<file path="config.mk">
export PLATFORM = sky130hd
export DESIGN_NAME = pcm_burst_port
export DESIGN_NICKNAME = d
export VERILOG_FILES = /design/src/rtl/pcm_burst_port.sv
export SDC_FILE = /design/constraint.sdc
export NUM_CORES = 1
export LEC_CHECK = 0
export BUFFER_PORTS_ARGS = -buffer_cell sky130_fd_sc_hd__buf_2
export CORE_ASPECT_RATIO = 0.6
export CORE_UTILIZATION = 60
export CTS_CLUSTER_DIAMETER = 100
export CTS_CLUSTER_SIZE = 12
export DETAILED_ROUTE_END_ITERATION = 7
export PLACE_DENSITY_LB_ADDON = 0.3
export SETUP_SLACK_MARGIN = 0.5
export SYNTH_ARGS = -nofsm -noshare
export SYNTH_HDL_FRONTEND = slang
export SYNTH_SLANG_ARGS = --single-unit
</file>
<file path="constraint.sdc">
create_clock -name clk -period 2.75 [get_ports clk]
set_input_delay 0.6875 -clock clk [delete_from_list [all_inputs] [get_ports clk]]
set_output_delay 0.6875 -clock clk [all_outputs]
set_load 0.05 [all_outputs]
</file>
<file path="src/rtl/pcm_burst_port.sv">
module pcm_burst_port #(
  parameter int W = 8,
  parameter bit SPLIT_CLK = 1'b1
) (
  input  logic         clk,
  input  logic         rst_n,
  input  logic         mode64,
  input  logic         tx_bclk,
  input  logic         tx_sync,
  input  logic         rx_bclk,
  input  logic         rx_sync,
  input  logic         pcm_in,
  input  logic [W-1:0] tx_sample,
  output logic         pcm_out,
  output logic         pcm_oe,
  output logic         tx_start,
  output logic         tx_err,
  output logic [W-1:0] rx_sample,
  output logic         rx_start,
  output logic         rx_err
);

  localparam int CW = $clog2(W + 2);
  localparam logic [CW-1:0] LAST = CW'(W);
  localparam logic [CW-1:0] TRIG = CW'(W + 1);

  logic [1:0]    bclk_in, sync_in, bclk_q, sync_last;
  logic [1:0]    rise, fall, first, done, strb, errp;
  logic [CW-1:0] cnt [2];
  logic [CW-1:0] need;
  logic [W-1:0]  tx_sh, rx_sh, rx_nx;

  assign bclk_in[0] = tx_bclk;
  assign sync_in[0] = tx_sync;

  generate
    if (SPLIT_CLK) begin : g_split
      assign bclk_in[1] = rx_bclk;
      assign sync_in[1] = rx_sync;
    end else begin : g_shared
      assign bclk_in[1] = tx_bclk;
      assign sync_in[1] = tx_sync;
    end
  endgenerate

  assign need = mode64 ? LAST : TRIG;

  always_comb begin
    for (int d = 0; d < 2; d++) begin
      rise[d]  = bclk_in[d] & ~bclk_q[d];
      fall[d]  = ~bclk_in[d] & bclk_q[d];
      first[d] = rise[d] & sync_in[d] & ~sync_last[d];
      done[d]  = mode64 ? (fall[d] && cnt[d] == LAST)
                        : (rise[d] && !first[d] && cnt[d] == LAST);
    end
  end

  always_ff @(posedge clk) begin
    if (!rst_n) begin
      bclk_q    <= '0;
      sync_last <= '0;
      strb      <= '0;
      errp      <= '0;
      for (int d = 0; d < 2; d++) cnt[d] <= '0;
    end else begin
      bclk_q <= bclk_in;
      strb   <= done;
      for (int d = 0; d < 2; d++) begin
        errp[d] <= first[d] && cnt[d] != '0 && cnt[d] < need;
        if (rise[d]) sync_last[d] <= sync_in[d];
        if (first[d])
          cnt[d] <= CW'(1);
        else if (rise[d] && cnt[d] != '0 && cnt[d] != TRIG)
          cnt[d] <= cnt[d] + CW'(1);
      end
    end
  end

  always_ff @(posedge clk) begin
    if (!rst_n) begin
      tx_sh  <= '0;
      pcm_oe <= 1'b0;
    end else if (first[0]) begin
      tx_sh  <= tx_sample;
      pcm_oe <= 1'b1;
    end else if (rise[0]) begin
      if (cnt[0] != '0 && cnt[0] < LAST)
        tx_sh <= {tx_sh[W-2:0], 1'b0};
      else if (cnt[0] == LAST)
        pcm_oe <= 1'b0;
    end
  end

  assign pcm_out = tx_sh[W-1];
  assign rx_nx   = {rx_sh[W-2:0], pcm_in};

  always_ff @(posedge clk) begin
    if (!rst_n) begin
      rx_sh     <= '0;
      rx_sample <= '0;
    end else begin
      if (fall[1] && cnt[1] != '0 && cnt[1] <= LAST)
        rx_sh <= rx_nx;
      if (done[1])
        rx_sample <= mode64 ? rx_nx : rx_sh;
    end
  end

  assign tx_start = strb[0];
  assign rx_start = strb[1];
  assign tx_err   = errp[0];
  assign rx_err   = errp[1];

endmodule

</file>
==> metrics.cfg <==
[status]
status=finished clean

[finish]
area_growth_syn_to_layout_pct=12.6
antennaDiodeCount=0
final_util=0.749
final_nets=249
final_area_mm2=0.00226
num-fill-cells=211
layout-drive-gt1-share=0.241

[yosys]
syn_area_per_cell_um2=9.95
ys.flop_type=dfxtp_1
synth_area_mm2=0.00201
yosys_warnings=0
synthArstFlopShare=0
ys_seq_area_frac=0.448
synth_edf_count=8
synth_cell_types=39
postSynthCellCount=202
syn-num-nets=224
ys_ff_latch=41

[place]
gp_congestion=0.824
dp_hpwl_um=3140
portBuffers=29
pre_cts_ws_ps=603
post_dp_cell_area_mm2=0.00215

[setup_path]
ff2ff_path_depth=6
worst_setup_path_end_kind=register
rr_endpoint=rx_sh[6]
ff2ff_setup_slack_ps=800
path_max_fanout=8
slowest_stage=xnor2_1
slowest_delay_ps=590
critPathArrivalTime_ps=2180
path_cells=inv_1 -> ha_1 -> nor2b_2 -> xnor2_1 -> nand3_1 -> a21oi_1
critPathLaunchType=register
r2r-start=cnt[1][0]
setup.worst_path.class=reg2reg
cp.required_ps=2970

[min_path]
holdCritStartpoint=pcm_oe
hold_end=pcm_oe
min_path_type=reg2reg
hold-path-cell-count=2

[global_route]
grt_pass1_vias=1571
grt_max_degree=24
gr-usage-met3=0.0660
met2_usage=0.471
busiest_layer=met2
use_met1=0.312
grt_overflow_total=0
grt_pass1_wl_um=7040
antenna_found_initial=0
grt_usage=0.263

[cts]
clock_latency_ps=300
cts_buffers=5
h-tree-depth=2
cts_sinks=41
clk_pin_slew_ps=80
cts_resized=0
root_buffer=clkbuf_8
cts_tree=built
cts.path.max_buffers=2
cts_hold_buf=0
cts_setup_buffers=0

[route]
vias_per_cell=6.07
antenna_left=0
avgRoutedWirePerCell_um=16.4
drt_pre_antenna_iters=4
drt_iter0_drc=177
wirelength_um=4440
vias=1639
remaining_drc_errors=0

[power_and_ir_drop]
ir_worst_vdd_mv=0.531
power.density_mw_per_mm2=613
p_leak_nw=0.905

[timing]
hold_viol_final=0
hold_ws_ps=486
fin_worst_skew_ps=7.34
drv_slew=0
period_needed_ps=1950
max_freq_mhz=512
fin_setup_tns_ps=0
relSlewSlack=0.511
fin_crit_sh=0.710
rsz0062_at_grt=no
setup_viol=0
worstMarginPinSlew_ps=728
setup_ws_ps=796

[die]
coreArea_mm2=0.00302
dieArea_mm2=0.00359
die_h_um=46.8
ios=30
start_util=0.665
die_w_um=76.7
rows=15

[job]
cap_viol_max_count=0

## Yosys cell counts, types with 5 or more instances
cell type / number / area share
o21ai_0: 16 / 0.040
nor2_1: 10 / 0.019
nand3_1: 12 / 0.030
a21oi_1: 26 / 0.065
nand2_1: 6 / 0.011
ha_1: 6 / 0.037
mux2i_1: 20 / 0.10
dfxtp_1: 33 / 0.33
a211oi_2: 8 / 0.050
clkbuf_1: 5 / 0.0093
edfxtp_1: 8 / 0.12
inv_1: 6 / 0.011
buf_2: 5 / 0.012
## kinds of logic (layout without fill, tap and decap cells)
| kind of cell | after synthesis | after routing | share of synthesized area |
|---|---|---|---|
| xor gates and xnor gates | 6 | 6 | 0.0261 |
| AOI/OAI and AO/OA | 55 | 55 | 0.182 |
| DFF | 41 | 41 | 0.448 |
| adders and majority gates | 6 | 6 | 0.0373 |
| and+or+nand+nor | 53 | 53 | 0.151 |
| muxes | 21 | 21 | 0.105 |
| buffers and inverters | 20 | 46 | 0.0504 |
## registers in the layout (all words and copies together), names as in the netlist, 2 cells and up
signal / flops
rx_sh: 8
sync_last: 2
rx_sample: 8
cnt: 8
strb: 2
errp: 2
bclk_q: 2
tx_sh: 8
## cell usage in the layout, fill, tap and decap left out, types with 2 or more instances in the layout
| cell | n |
|---|---|
| nor4_1 | 2 |
| xnor2_1 | 3 |
| nand3_1 | 12 |
| nand3b_1 | 3 |
| nand2_1 | 6 |
| clkbuf_8 | 6 |
| mux2i_1 | 20 |
| buf_2 | 29 |
| nor2b_1 | 2 |
| nor2_1 | 10 |
| edfxtp_1 | 8 |
| a21oi_1 | 26 |
| buf_4 | 2 |
| inv_1 | 6 |
| o21ai_0 | 16 |
| nand2b_1 | 3 |
| and2_1 | 3 |
| xor2_1 | 3 |
| dfxtp_1 | 33 |
| a211oi_2 | 8 |
| and3_1 | 2 |
| ha_1 | 6 |
| nor3_1 | 2 |
| o21ai_1 | 2 |
## power by group
group	leakage [nW]	switching, W	internal, W
combinational	0.493	0.000133	0.0000741
sequential	0.353	0.0000295	0.000644
clock	0.0585	0.000211	0.000296
total	0.905	0.000373	0.00101
## cell type report
type | count | area [um2] | area share
timing repair buffer | 31 | 160 | 0.0707
sequential | 41 | 901 | 0.398
clock inverter | 1 | 30.0 | 0.0133
inverter | 7 | 26.3 | 0.0116
clock buffer | 7 | 86.3 | 0.0381
tap | 42 | 52.6 | 0.0232
multi-input combinational | 141 | 1010 | 0.445
## metrics by stage
stage               cells  power (W)
detailed placement    262   0.000889
global placement      262   0.000876
CTS                   270    0.00138
finish                270    0.00139
floorplan             202   0.000836
global route          270    0.00144
## per-layer routing
| layer | part of all wire | wire, um |
|---|---|---|
| met1 | 0.44 | 1980 |
| met2 | 0.48 | 2140 |
| met3 | 0.060 | 265 |
| met4 | 0.013 | 56 |
| met5 | 0 | 0 |
## how the worst max path moves through the flow
stage	from	endpoint	slack, ps	depth (start not counted)
floorplan	tx_bclk	cnt[0][0]	920	5
global placement	rst_n	cnt[1][0]	650	5
detailed placement	rst_n	cnt[1][0]	600	5
CTS	cnt[1][0]	rx_sample[7]	860	6
global route	cnt[1][0]	rx_sh[6]	700	6
finish	cnt[1][0]	rx_sh[6]	800	6
## critical path: cells and delay by family (launching register included)
family	cells	cell delay, ps
buf+inv	1	80
flops	1	430
fa+ha+maj	1	220
simple gates	2	370
compound gates	1	180
xor+xnor	1	590
Note: power is estimated with default switching activity, not from simulation.
